## config.mk

```make
export PLATFORM = sky130hd
export DESIGN_NAME = vpair_ld_unit
export DESIGN_NICKNAME = d
export VERILOG_FILES = /design/src/rtl/vpl_pkg.sv /design/src/rtl/vpl_decode.sv /design/src/rtl/vpl_agen.sv /design/src/rtl/vpl_split.sv /design/src/rtl/vpair_ld_unit.sv
export SDC_FILE = /design/constraint.sdc
export NUM_CORES = 1
export LEC_CHECK = 0
export ABC_AREA = 1
export BUFFER_PORTS_ARGS = -buffer_cell sky130_fd_sc_hd__buf_2
export CAP_MARGIN = 10
export CORE_AREA = 2 2 302 304
export DETAILED_ROUTE_END_ITERATION = 8
export DIE_AREA = 0 0 304 306
export SETUP_SLACK_MARGIN = 0.4
export SLEW_MARGIN = 20
export SYNTH_ARGS = -nofsm -noshare
export SYNTH_HDL_FRONTEND = slang
export SYNTH_SLANG_ARGS = --single-unit
```

## constraint.sdc

```tcl
create_clock -name clk -period 3.6 [get_ports clk]
set_clock_uncertainty 0.05 [all_clocks]
set_input_delay 0.54 -clock clk [delete_from_list [all_inputs] [get_ports clk]]
set_output_delay 0.54 -clock clk [all_outputs]
set_load 0.02 [all_outputs]
```

## src/rtl/vpl_pkg.sv

```systemverilog
package vpl_pkg;

    localparam logic [7:0] VPL_KEY   = 8'b1011_0001;
    localparam int         VPL_NSIZE = 3;

    typedef enum logic [1:0] {
        ST_IDLE   = 2'd0,
        ST_ISSUE  = 2'd1,
        ST_WAIT   = 2'd2,
        ST_REPORT = 2'd3
    } vpl_state_e;

    typedef enum logic [1:0] {
        POL_FILL  = 2'd0,
        POL_UNDEF = 2'd1,
        POL_NOP   = 2'd2,
        POL_RSV   = 2'd3
    } vpl_policy_e;

    typedef struct packed {
        logic [1:0] size;
        logic [6:0] imm7;
        logic [4:0] tgt_b;
        logic [4:0] base;
        logic [4:0] tgt_a;
    } vpl_fields_t;

endpackage

```

## src/rtl/vpl_decode.sv

```systemverilog
module vpl_decode
    import vpl_pkg::*;
(
    input  logic [31:0] insn,
    output vpl_fields_t fields,
    output logic        bad_form,
    output logic        clash
);
    always_comb begin
        fields.size  = insn[31:30];
        fields.imm7  = insn[21:15];
        fields.tgt_b = insn[14:10];
        fields.base  = insn[9:5];
        fields.tgt_a = insn[4:0];
        bad_form     = (insn[29:22] != VPL_KEY) || (insn[31:30] == 2'b11);
        clash        = (insn[14:10] == insn[4:0]);
    end
endmodule

```

## src/rtl/vpl_agen.sv

```systemverilog
module vpl_agen #(
    parameter int XLEN = 64
) (
    input  logic [XLEN-1:0] base_val,
    input  logic [6:0]      imm7,
    input  logic [1:0]      size,
    output logic [XLEN-1:0] addr
);
    localparam int SCALE_W = 3;

    logic [XLEN-1:0]    imm_ext;
    logic [SCALE_W-1:0] scale;

    always_comb begin
        imm_ext = {{(XLEN-7){imm7[6]}}, imm7};
        scale   = SCALE_W'(size) + SCALE_W'(2);
        addr    = base_val + (imm_ext << scale);
    end
endmodule

```

## src/rtl/vpl_split.sv

```systemverilog
module vpl_split
    import vpl_pkg::*;
#(
    parameter int VLEN = 128
) (
    input  logic [2*VLEN-1:0] rsp,
    input  logic [1:0]        size,
    input  logic              be,
    output logic [VLEN-1:0]   first,
    output logic [VLEN-1:0]   second
);
    logic [VLEN-1:0] cand_lo [VPL_NSIZE];
    logic [VLEN-1:0] cand_hi [VPL_NSIZE];

    for (genvar k = 0; k < VPL_NSIZE; k++) begin : g_sz
        localparam int W = 32 << k;
        always_comb begin
            cand_lo[k]        = '0;
            cand_hi[k]        = '0;
            cand_lo[k][W-1:0] = rsp[W-1:0];
            cand_hi[k][W-1:0] = rsp[2*W-1:W];
        end
    end

    always_comb begin
        first  = '0;
        second = '0;
        if (int'(size) < VPL_NSIZE) begin
            first  = be ? cand_hi[size] : cand_lo[size];
            second = be ? cand_lo[size] : cand_hi[size];
        end
    end
endmodule

```

## src/rtl/vpair_ld_unit.sv

```systemverilog
module vpair_ld_unit
    import vpl_pkg::*;
#(
    parameter int              XLEN     = 64,
    parameter int              VLEN     = 128,
    parameter int              SP_ALN   = 4,
    parameter logic [VLEN-1:0] ARB_FILL = {(VLEN/32){32'hBAD0_F00D}}
) (
    input  logic              clk,
    input  logic              rst_n,
    input  logic              insn_valid,
    input  logic [31:0]       insn_word,
    output logic              insn_ready,
    input  logic              big_endian,
    input  logic [1:0]        clash_policy,
    input  logic [1:0]        cur_el,
    output logic [4:0]        gpr_idx,
    input  logic [XLEN-1:0]   gpr_data,
    input  logic [XLEN-1:0]   sp_value,
    output logic              mem_req_valid,
    input  logic              mem_req_ready,
    output logic [XLEN-1:0]   mem_req_addr,
    output logic [2:0]        mem_req_lg2bytes,
    output logic              mem_req_nontemp,
    output logic              mem_req_pair,
    output logic              mem_req_tagchk,
    output logic              mem_req_priv,
    input  logic              mem_rsp_valid,
    output logic              mem_rsp_ready,
    input  logic [2*VLEN-1:0] mem_rsp_data,
    output logic              wr0_en,
    output logic [4:0]        wr0_idx,
    output logic [VLEN-1:0]   wr0_data,
    output logic              wr1_en,
    output logic [4:0]        wr1_idx,
    output logic [VLEN-1:0]   wr1_data,
    output logic              undef_o,
    output logic              nop_o,
    output logic              sp_fault_o
);
    localparam logic [4:0] SP_NUM = 5'd31;

    vpl_state_e  st_q, st_n;
    vpl_fields_t fld;
    logic        bad_form, clash;
    logic [XLEN-1:0] base_val, addr_n;
    logic [VLEN-1:0] split_a, split_b;

    logic [XLEN-1:0] addr_q;
    logic [1:0]      size_q;
    logic [4:0]      tgt_a_q, tgt_b_q;
    logic            be_q, fill_q, tag_q, priv_q;
    logic            f_undef_q, f_nop_q, f_fault_q;

    logic accept, sp_bad, go_undef, go_nop, go_fault, go_issue;

    vpl_decode u_dec (
        .insn     (insn_word),
        .fields   (fld),
        .bad_form (bad_form),
        .clash    (clash)
    );

    vpl_agen #(.XLEN(XLEN)) u_agen (
        .base_val (base_val),
        .imm7     (fld.imm7),
        .size     (fld.size),
        .addr     (addr_n)
    );

    vpl_split #(.VLEN(VLEN)) u_split (
        .rsp    (mem_rsp_data),
        .size   (size_q),
        .be     (be_q),
        .first  (split_a),
        .second (split_b)
    );

    // Outcome selection for the offered instruction.
    always_comb begin
        accept   = (st_q == ST_IDLE) && insn_valid;
        gpr_idx  = fld.base;
        base_val = (fld.base == SP_NUM) ? sp_value : gpr_data;
        sp_bad   = (fld.base == SP_NUM) && (sp_value[SP_ALN-1:0] != '0);
        go_undef = bad_form ||
                   (clash && (clash_policy == POL_UNDEF || clash_policy == POL_RSV));
        go_nop   = !go_undef && clash && (clash_policy == POL_NOP);
        go_fault = !go_undef && !go_nop && sp_bad;
        go_issue = !go_undef && !go_nop && !sp_bad;
    end

    // Next-state logic.
    always_comb begin
        st_n = st_q;
        unique case (st_q)
            ST_IDLE:   if (accept) st_n = go_issue ? ST_ISSUE : ST_REPORT;
            ST_ISSUE:  if (mem_req_ready) st_n = ST_WAIT;
            ST_WAIT:   if (mem_rsp_valid) st_n = ST_IDLE;
            ST_REPORT: st_n = ST_IDLE;
        endcase
    end

    // State register.
    always_ff @(posedge clk) begin
        if (!rst_n) st_q <= ST_IDLE;
        else        st_q <= st_n;
    end

    // Per-instruction capture.
    always_ff @(posedge clk) begin
        if (!rst_n) begin
            addr_q    <= '0;
            size_q    <= '0;
            tgt_a_q   <= '0;
            tgt_b_q   <= '0;
            be_q      <= 1'b0;
            fill_q    <= 1'b0;
            tag_q     <= 1'b0;
            priv_q    <= 1'b0;
            f_undef_q <= 1'b0;
            f_nop_q   <= 1'b0;
            f_fault_q <= 1'b0;
        end else if (accept) begin
            addr_q    <= addr_n;
            size_q    <= fld.size;
            tgt_a_q   <= fld.tgt_a;
            tgt_b_q   <= fld.tgt_b;
            be_q      <= big_endian;
            fill_q    <= clash && (clash_policy == POL_FILL);
            tag_q     <= (fld.base != SP_NUM);
            priv_q    <= (cur_el != 2'd0);
            f_undef_q <= go_undef;
            f_nop_q   <= go_nop;
            f_fault_q <= go_fault;
        end
    end

    // Outputs.
    always_comb begin
        insn_ready       = (st_q == ST_IDLE);
        mem_req_valid    = (st_q == ST_ISSUE);
        mem_req_addr     = addr_q;
        mem_req_lg2bytes = 3'(size_q) + 3'd3;
        mem_req_nontemp  = 1'b1;
        mem_req_pair     = 1'b1;
        mem_req_tagchk   = tag_q;
        mem_req_priv     = priv_q;
        mem_rsp_ready    = (st_q == ST_WAIT);
        wr0_en           = (st_q == ST_WAIT) && mem_rsp_valid;
        wr1_en           = wr0_en && !fill_q;
        wr0_idx          = tgt_a_q;
        wr1_idx          = tgt_b_q;
        wr0_data         = fill_q ? ARB_FILL : split_a;
        wr1_data         = split_b;
        undef_o          = (st_q == ST_REPORT) && f_undef_q;
        nop_o            = (st_q == ST_REPORT) && f_nop_q;
        sp_fault_o       = (st_q == ST_REPORT) && f_fault_q;
    end

    // Assertions
    p_req_hold_r10: assert property (@(posedge clk) disable iff (!rst_n)
        mem_req_valid && !mem_req_ready |=> mem_req_valid && $stable(mem_req_addr));

    p_wr_on_rsp_r10: assert property (@(posedge clk) disable iff (!rst_n)
        (wr0_en || wr1_en) |-> (mem_rsp_valid && mem_rsp_ready));

    p_busy_no_take_r10: assert property (@(posedge clk) disable iff (!rst_n)
        (mem_req_valid || mem_rsp_ready) |-> !insn_ready);

    p_flag_single_r11: assert property (@(posedge clk) disable iff (!rst_n)
        $onehot0({undef_o, nop_o, sp_fault_o}));

    p_flag_pulse_r11: assert property (@(posedge clk) disable iff (!rst_n)
        (undef_o || nop_o || sp_fault_o) |=> !(undef_o || nop_o || sp_fault_o));

    p_flag_no_req_r9: assert property (@(posedge clk) disable iff (!rst_n)
        (undef_o || nop_o || sp_fault_o) |-> !mem_req_valid && !wr0_en);

    p_fill_single_r8: assert property (@(posedge clk) disable iff (!rst_n)
        wr1_en |-> wr0_en && (wr0_idx != wr1_idx || !wr0_en));
endmodule

```

# [Word level (Yosys, flattened, before mapping)]
# Index checks and enable logic that the tools add are counted.
[op_classes] addsub=3 order_cmp=2 eq_ne=14 n_shift=1 muxes=17 n_bitwise=1 reduce_logical=26
[ops] operator="128-bit 2-to-1 mux" count=9
[ops] operator="128-bit binary-select mux with 2-bit select" count=2
[ops] operator="64-bit adder" count=1
[ops] operator="64-bit 2-to-1 mux" count=1
[ops] operator="64-bit by 3-bit left shift with 64-bit output" count=1
[ops] operator="1-bit logical AND" count=14
[ops] operator="2-bit equality test (second input constant)" count=5
[ops] operator="2-bit 2-to-1 mux" count=4
[ops] operator="8-bit != test (second input constant)" count=1
[ops] operator="2-bit case mux with 4 select lines" count=1
[ops] operator="2-bit by 2-bit adder with 3-bit output (second input constant)" count=2
[ops] operator="5-bit equality test" count=1
[ops] operator="5-bit equality test (second input constant)" count=1
[ops] operator="5-bit != test (second input constant)" count=1
[ops] operator="2-bit by 1-bit equality test with 1-bit output (second input constant)" count=2
[ops] operator="1-bit zero test" count=4
[ops] operator="2-bit zero test" count=2
[ops] operator="2-bit by 1-bit != test with 1-bit output (second input constant)" count=2
[ops] operator="4-bit nonzero test" count=1
[ops] operator="3-bit greater-or-equal comparator (second input constant)" count=1
[ops] operator="1-bit logical OR" count=3
[ops] operator="2-bit inverter with 3-bit output" count=1
[ops] operator="3-bit AND reduction" count=1
[ops] operator="2-bit < comparator (second input constant)" count=1
[ops] operator="2 further kinds" count=2
[word_totals] register_bits=85 inputBits=426 out_inout_bits=350

# [Longest topological paths before layout]
# Gate-level depths: netlist of the first run.
[depth] word_depth=13 mapped_depth=23

# [Modules after synthesis]
# A second synthesis of the first run with hierarchy kept.
[unflattened] hier_cells=3330 hier_area_um2=16764.8
[by_module_without_submodules] module="vpl_agen" n_inst=1 cells_per_inst=1317 area_each_um2=6104.6 seq_area_each_um2=0.0
[by_module_without_submodules] module="vpl_split" n_inst=1 cells_per_inst=1270 area_each_um2=5479.0 seq_area_each_um2=0.0
[by_module_without_submodules] module="vpair_ld_unit" n_inst=1 cells_per_inst=696 area_each_um2=4892.2 seq_area_each_um2=1701.6
[by_module_without_submodules] module="vpl_decode" n_inst=1 cells_per_inst=47 area_each_um2=289.0 seq_area_each_um2=0.0

# [Least setup slack after synthesis of the first run]
# No wires, ideal clock.
[synth_timing] path_kind="input port to flip-flop" start="input insn_word[9]" end="register addr_q[59], in the netlist mem_req_addr[59]" setup_ps=109 arrival_ps=2664 required_time_ps=3441 path_slack_ps=777 path_stages=20 n_path_buf=2 cell_sequence="nand3_1 > nor2_2 > inv_2 > clkbuf_1 > clkbuf_1 > nand2_1 > nand2_1 > ha_1 > nand2_1 > inv_1 > nand2_1 > inv_1 > a21oi_1 > nand2_1 > a21oi_1 > nand2_1 > nand2_1 > nand3_1 > nand2_1 > inv_1"
[synth_between] elab_chain_cells=3
[synth_lines] element="from (decl)" line_no="vpair_ld_unit.sv:12" source="input logic [31:0] insn_word,"
[synth_lines] element="5-bit equality test" line_no="vpair_ld_unit.sv:83" source="base_val = (fld.base == SP_NUM) ? sp_value : gpr_data;"
[synth_lines] element="64-bit 2-to-1 mux" line_no="vpair_ld_unit.sv:83"
[synth_lines] element="64-bit adder" line_no="vpl_agen.sv:17" source="addr = base_val + (imm_ext << scale);"
[synth_lines] element="to (signal assigned)" line_no="vpair_ld_unit.sv:124" source="addr_q <= addr_n;"
[synth_lines] element="to (decl)" line_no="vpair_ld_unit.sv:49" source="logic [XLEN-1:0] addr_q;"
# Every way passes these cells.
# A chain may end at the register's enable or synchronous reset.

# [Worst setup path after layout of the first run]
[layout_timing] start="register size_q[1]" end="output wr0_data[16]"
[layout_between] elab_chain_cells=7 elab_cells_between_ends=11 classes_between="order compare: 1; mux: 9; bitwise: 1"
[layout_lines] element="from (decl)" line_no="vpair_ld_unit.sv:50" source="logic [1:0] size_q;"
[layout_lines] element="from (signal assigned)" line_no="vpair_ld_unit.sv:125" source="size_q <= fld.size;"
[layout_lines] element="2-bit inverter with 3-bit output (implied by the code)" line_no="vpl_split.sv:29" source="first = be ? cand_hi[size] : cand_lo[size];"
[layout_lines] element="128-bit binary-select mux with 2-bit select" line_no="vpl_split.sv:29"
[layout_lines] element="128-bit 2-to-1 mux (implied by the code) (2 in series)" line_no="vpl_split.sv:29"
[layout_lines] element="128-bit 2-to-1 mux" line_no="vpl_split.sv:29"
[layout_lines] element="128-bit 2-to-1 mux *" line_no="vpl_split.sv:28" source="if (int'(size) < VPL_NSIZE) begin"
[layout_lines] element="128-bit 2-to-1 mux *" line_no="vpair_ld_unit.sv:153" source="wr0_data = fill_q ? ARB_FILL : split_a;"
[layout_lines] element="to (decl)" line_no="vpair_ld_unit.sv:33" source="output logic [VLEN-1:0] wr0_data,"
# Mark *: on every way between the ends. The rest lies on a longest branch, timed or not. The select of a mux whose other input is x is not followed.

==> results of run 1 <==
## cells by family after synthesis
group / after synthesis / synth area share [%]
compound gates: 739 / 22.6
mux: 1 / 0.0602
other cells: 2 / 0.0452
buf+inv: 798 / 18.9
flops: 85 / 10.2
simple gates: 1690 / 40.8
fa+ha+maj: 72 / 5.46
xor+xnor: 36 / 1.90
## power by group
| group | total (mW) | switching (mW) | leakage, nW | internal (mW) |
|---|---|---|---|---|
| Combinational | 13.7 | 9.95 | 12.6 | 3.72 |
| Clock | 1.05 | 0.504 | 0.148 | 0.545 |
| Sequential | 1.61 | 0.295 | 0.707 | 1.31 |
## repair_timing
item,4_1_cts,5_1_grt
setup buffers,0,2
gates resized for setup,11,18
endpoints found under the setup margin,256,30
gates cloned,0,0
hold buffers,0,0
## layout make-up
type,instances,share of cell area (%)
clock inverter,6,0.310
timing repair buffer,843,20.6
sequential,85,7.73
tap,1176,6.64
inverter,590,10.0
multi-input combinational,2543,53.6
clock buffer,10,1.03
antenna,4,0.0451
## metrics by stage
step	utilization, %	power, mW	setup WS, ns	hold slack, ns	std cells
6_report	24.7	16.3	0.409	0.351	5257
5_1_grt	24.7	17.4	0.393	0.353	5254
4_1_cts	24.7	16.4	0.380	0.332	5251
3_5_place_dp	24.3	15.2	0.0671	0.403	5235
3_3_place_gp	24.3	15.3	0.0630	0.406	5235
2_1_floorplan	-	9.51	0.777	0.451	3426
## worst max path at each step
stage,startpoint,endpoint,cells after the start
global route,size_q[1],wr0_data[31],8
global placement,insn_word[9],mem_req_addr[59],20
finish,size_q[1],wr0_data[16],7
floorplan,insn_word[9],mem_req_addr[59],20
detailed placement,insn_word[9],mem_req_addr[51],19
CTS,size_q[1],wr0_data[31],8
## per-layer routing
layer | vias up | part of all wire (%) | track usage [%]
met3 | 156 | 8.0 | 4.50
met5 | - | 0.016 | 0
met4 | 4 | 5.0 | 10.6
li1 | 11900 | - | -
met1 | 11200 | 39 | 27.1
met2 | 1116 | 48 | 40.7
## registers in the layout, indices dropped and copies added, names as in the netlist, 2 cells and up
register      count
mem_req_addr     64
wr0_idx           5
wr1_idx           5
size_q            2
st_q              2
## layout by cell type, fill, tap and decap left out, types with 3 or more instances in the layout
| cell type | n |
|---|---|
| nand2_1 | 950 |
| buf_2 | 773 |
| inv_1 | 582 |
| o21ai_0 | 484 |
| nor2_1 | 458 |
| nand3_1 | 202 |
| a21oi_1 | 181 |
| dfxtp_1 | 81 |
| ha_1 | 69 |
| buf_4 | 53 |
| o21ai_1 | 49 |
| xor2_1 | 31 |
| nor3_1 | 28 |
| buf_12 | 13 |
| nand2_2 | 12 |
| nand4_1 | 11 |
| o31ai_1 | 10 |
| clkbuf_16 | 9 |
| inv_2 | 5 |
| nor3_2 | 5 |
| nor2_2 | 5 |
| xnor2_1 | 5 |
| conb_1 | 5 |
| diode_2 | 4 |
| nor2_4 | 4 |
| inv_6 | 3 |
| nand2_4 | 3 |
| inv_4 | 3 |
| nand3_2 | 3 |
| o211ai_1 | 3 |
| and2_1 | 3 |
| dfxtp_4 | 3 |
| buf_6 | 3 |
## worst max-delay path, delay by kind of cell, from the launching register on
family,cells,cell delay [ns]
buffers and inverters,4,0.64
flip-flops,1,0.42
AO/OA/AOI/OAI,3,1.14
==> out/metrics.cfg, run 1 <==
[global_route]
grt.overflow.total = 0
grt_pass1_vias = 22500
antenna_found_initial = 9
grt_max_degree = 161
grt_pass1_wl_um = 158000
grt_usage_pct = 23.1

[place]
place_congestion = 0.961
placed_cell_area_um2 = 21800
port_buffers = 773
hpwl_um = 95600

[timing]
worst_pin_slew_ns = 0.917
setup_viol = 0
finalCriticalPeriod_ns = 3.19
post-route-period-util_pct = 88.7
fmax_mhz = 313
relSlewSlack_pct = 38.8
finalSetupTns_ns = 0
hold_viol = 0
drv_slew = 0
rsz0062_at_grt = true

[pwr]
leakage_nw = 13.4
powerDensity_nw_per_um2 = 736
vdd_drop_max_v = 0.000479

[floorplan]
pin_count = 776
rows = 110
core_area_um2 = 89600
start_util_pct = 18.6
die_w_um = 304
die-area_um2 = 93000
die_h_um = 306

[logic_synthesis]
synth-seq-area-share_pct = 10.2
yosys.cell_count.top_type = nand2_1
synth_cell_types = 43
netlist_area_um2 = 16600
synth_seq_cells = 85
synthTopCellsByArea = nand2_1 22%, o21ai_0 15%, inv_1 13%
syn_area_per_cell_um2 = 4.86
syn_inst = 3423
synth.top_cells.by_count = 954 x nand2_1, 582 x inv_1, 492 x o21ai_0
ys_async_sr_fraction_pct = 0
yosys_most_used_dff = dfxtp_1
synth_top_area_share_pct = 21.5
yosysWarningCount = 0
synth_edf_count = 0
synth_area_leader_cell = nand2_1

[drt]
wl_um = 114000
dr.pass1.iters = 6
ant_nets = 0
avgViaCountPerCell = 4.64
wl_per_cell_um = 21.6
first_iter_violations = 2346
vias = 24400
drc = 0

[status]
status = finished, final reports clean

[finish]
nNetsFinal = 4570
syn2layout_area_growth_pct = 33.3
seq_area_um2 = 1710
multi_input_area_um2 = 11900
drive_above_1_share_pct = 22.3
fill_cells = 10600
final_cell_area_um2 = 22200

[setup_path]
worstPathRequired_ns = 3.01
start_kind = register
r2r_setup_slack_ns = 1.38
reg2reg_to = mem_req_addr[31]
critPathArrivalTime_ns = 2.60
worstSetupPathType = register to primary output
critPathMaxStageDelay_ns = 0.55
worst_path_max_delay_cell = o21ai_1
crit_chain = inv_1 -> buf_4 -> o21ai_0 -> o21ai_1 -> o21ai_0 -> inv_1 -> buf_2
r2r_cells = 10
reg2reg_from = st_q[1]
cp-end-kind = primary output
cp_max_fo = 33

[hold_path]
holdPathStages = 3
min_path_type = input port to register
hold_start = insn_word[1]
hold_end = wr0_idx[1]

[clocking]
numCtsBuffers = 9
clkSinkCount = 85
cts.clk_slew.worst_paths_ns = 0.08
cts_tree = built
worst_skew_pair.late_latency_ns = 0.39
cts_buffer_depth = 2
htreeDepth = 3
cts_root_buf = clkbuf_16

[job]
cap_violations = 0

Note: power is estimated with default switching activity, not from simulation.
==> run 2: changes to the inputs <==
--- a/config.mk
+++ b/config.mk
@@ -11,6 +11,7 @@
 export CORE_AREA = 2 2 302 304
 export DETAILED_ROUTE_END_ITERATION = 8
 export DIE_AREA = 0 0 304 306
+export PLACE_DENSITY_LB_ADDON = 0.05
 export SETUP_SLACK_MARGIN = 0.4
 export SLEW_MARGIN = 20
 export SYNTH_ARGS = -nofsm -noshare
==> run 2 against run 1 <==
Count of clock-buffer cells in the layout shrank 1. Utilization grew 1.1 points. Combinational power grew 6%. Final cell count grew 2.3%.
==> out/metrics.cfg, run 2 (synthesis gave the netlist of run 1 again) <==
[pwr]
leakage_nw = 13.9  ; +3.9%
powerDensity_nw_per_um2 = 746  ; +1.4%
vdd_drop_max_v = 0.000491  ; +2.5%
finalPower_mw = 17.2  ; +5.7%

[clocking]
cts_buffer_depth = 2  ; unchanged
hold_buffers = 0  ; unchanged
cts_root_buf = clkbuf_16
clkSinkCount = 85  ; unchanged
cts_tree = built
numCtsBuffers = 9  ; unchanged
cts.clk_slew.worst_paths_ns = 0.10  ; +0.02 ns
worst_skew_pair.late_latency_ns = 0.39  ; about the same
htreeDepth = 3  ; unchanged

[global_route]
grt_pass1_wl_um = 177000  ; +12%
grt_max_degree = 132  ; -18%
grt_pass1_vias = 23400  ; +4.0%
grt.overflow.total = 0  ; unchanged
antenna_found_initial = 26  ; +17
grt_usage_pct = 26.5  ; +3.4 points

[floorplan]
die_w_um = 304  ; unchanged
die-area_um2 = 93000  ; unchanged
pin_count = 776  ; unchanged
die_h_um = 306  ; unchanged
rows = 110  ; unchanged
start_util_pct = 18.6  ; unchanged
core_area_um2 = 89600  ; unchanged

[timing]
worst_pin_slew_ns = 0.949  ; +0.0312 ns
rsz0062_at_grt = true
finalSetupTns_ns = 0  ; unchanged
fmax_mhz = 322  ; +2.6%
hold_viol = 0  ; unchanged
setup_viol = 0  ; unchanged
holdWs_ns = 0.338  ; -0.0131 ns
drv_slew = 0  ; unchanged
finalCriticalPeriod_ns = 3.11  ; -0.0821 ns
relSlewSlack_pct = 36.8  ; -2.1 points
post-route-period-util_pct = 86.4  ; -2.3 points

[status]
status = finished, final reports clean

[finish]
largest_reg_flops = 64  ; unchanged
syn2layout_area_growth_pct = 39.0
final_cells = 5378  ; +2.3%
nNetsFinal = 4674  ; +2.3%
drive_above_1_share_pct = 24.3  ; +2.0 points
post-route-util_pct = 25.8  ; +1.1 points
fill_cells = 11000  ; +3.8%
layout.cells.most_common = nand2_1
layout_common_cells = 948 x nand2_1, 766 x buf_2, 582 x inv_1

[drt]
first_iter_violations = 1661  ; -29%
wl_um = 129000  ; +14%
ant_nets = 0  ; unchanged
avgViaCountPerCell = 4.54  ; -2.2%
drc = 0  ; unchanged
vias = 24400  ; +0.025%
dr.pass1.iters = 6  ; unchanged
wl_per_cell_um = 24.0  ; +11%

[hold_path]
min_path_type = input port to register

[setup_path]
worst-path-buf-inv = 3  ; -1
critPathArrivalTime_ns = 2.52  ; -0.08 ns
worst_path_max_delay_cell = dfxtp_4
start_kind = register
worstSetupPathType = register to primary output
cp_max_fo = 128  ; +290%
cp-end-kind = primary output
worstPathRequired_ns = 3.01  ; about the same
critPathMaxStageDelay_ns = 0.44  ; -0.11 ns
crit_chain = inv_6 -> nand2_8 -> buf_16 -> o21ai_0 -> nand2_1 -> nor2_1 -> buf_2
cp_top_family = buffers and inverters

[place]
port_buffers = 773  ; unchanged
place_congestion = 0.959  ; -0.21%
hpwl_um = 108000  ; +13%
dp_cells = 5334  ; +1.9%

[job]
cap_violations = 0  ; unchanged

## run 2: cell count changes in the layout (fill, tap and decap cells not counted), sizes merged
cell    before  now
bufinv       1    0
diode        4   21
inv        593  592
clkbuf      10   12
clkinv       2    5
buf        843  944
## run 2: power by group
group | switching (mW) | leakage [nW] | internal [mW] | total [mW]
registers | 0.366 | 0.707 | 1.31 | 1.68
clock network | 0.574 | 0.152 | 0.502 | 1.08
logic | 10.5 | 13.1 | 4.01 | 14.5
## run 2: metal layers
metal	GRT usage, %	wire, um	share of wire (%)
met1	32.4	54800	42
met2	45.4	60900	47
met3	6.03	8240	6.4
met4	9.74	5240	4.0
met5	0	104	0.080
## run 2: path summary, 6_finish.rpt
kind | from | endpoint | slack (ns) | depth (start not counted)
setup reg to reg | st_q[0] | f_undef_q | 1.41 | 9
setup / recovery | size_q[0] | wr1_data[73] | 0.49 | 7
hold / removal | insn_word[10] | wr1_idx[0] | 0.34 | 3
hold reg to reg | mem_req_priv | mem_req_priv | 0.43 | 2
## run 2: worst register-to-register path: stages (launching register included)
cell	delay [ns]
dfxtp_1	0.38
nor2_1	0.20
inv_2	0.08
o211ai_2	0.21
nor2_4	0.06
inv_2	0.47
buf_4	0.40
a21oi_1	0.09
o21ai_0	0.10
inv_1	0.06
## run 2: stage by stage
| stage | cell area (um2) | worst slack, ns |
|---|---|---|
| 2_1_floorplan | 16600 | 0.777 |
| 3_3_place_gp | 22600 | 0.173 |
| 3_5_place_dp | 22600 | 0.144 |
| 4_1_cts | 23000 | 0.402 |
| 5_1_grt | 23100 | 0.352 |
| 6_report | 23100 | 0.491 |
## run 2: area by class of cell
class	count	area, um2	share of cell area [%]
antenna	21	52.6	0.227
clock buffer	9	225	0.974
clock inverter	7	88.8	0.384
inverter	590	2230	9.65
multi-input combinational	2543	11900	51.4
sequential	85	1710	7.41
tap	1176	1470	6.37
timing repair buffer	947	5460	23.6
## run 2: what timing repair did
action,CTS,global route
resized for setup,20,14
buffers inserted,4,2
pin swaps,0,1
setup endpoints to repair,107,35
gates cloned,0,1
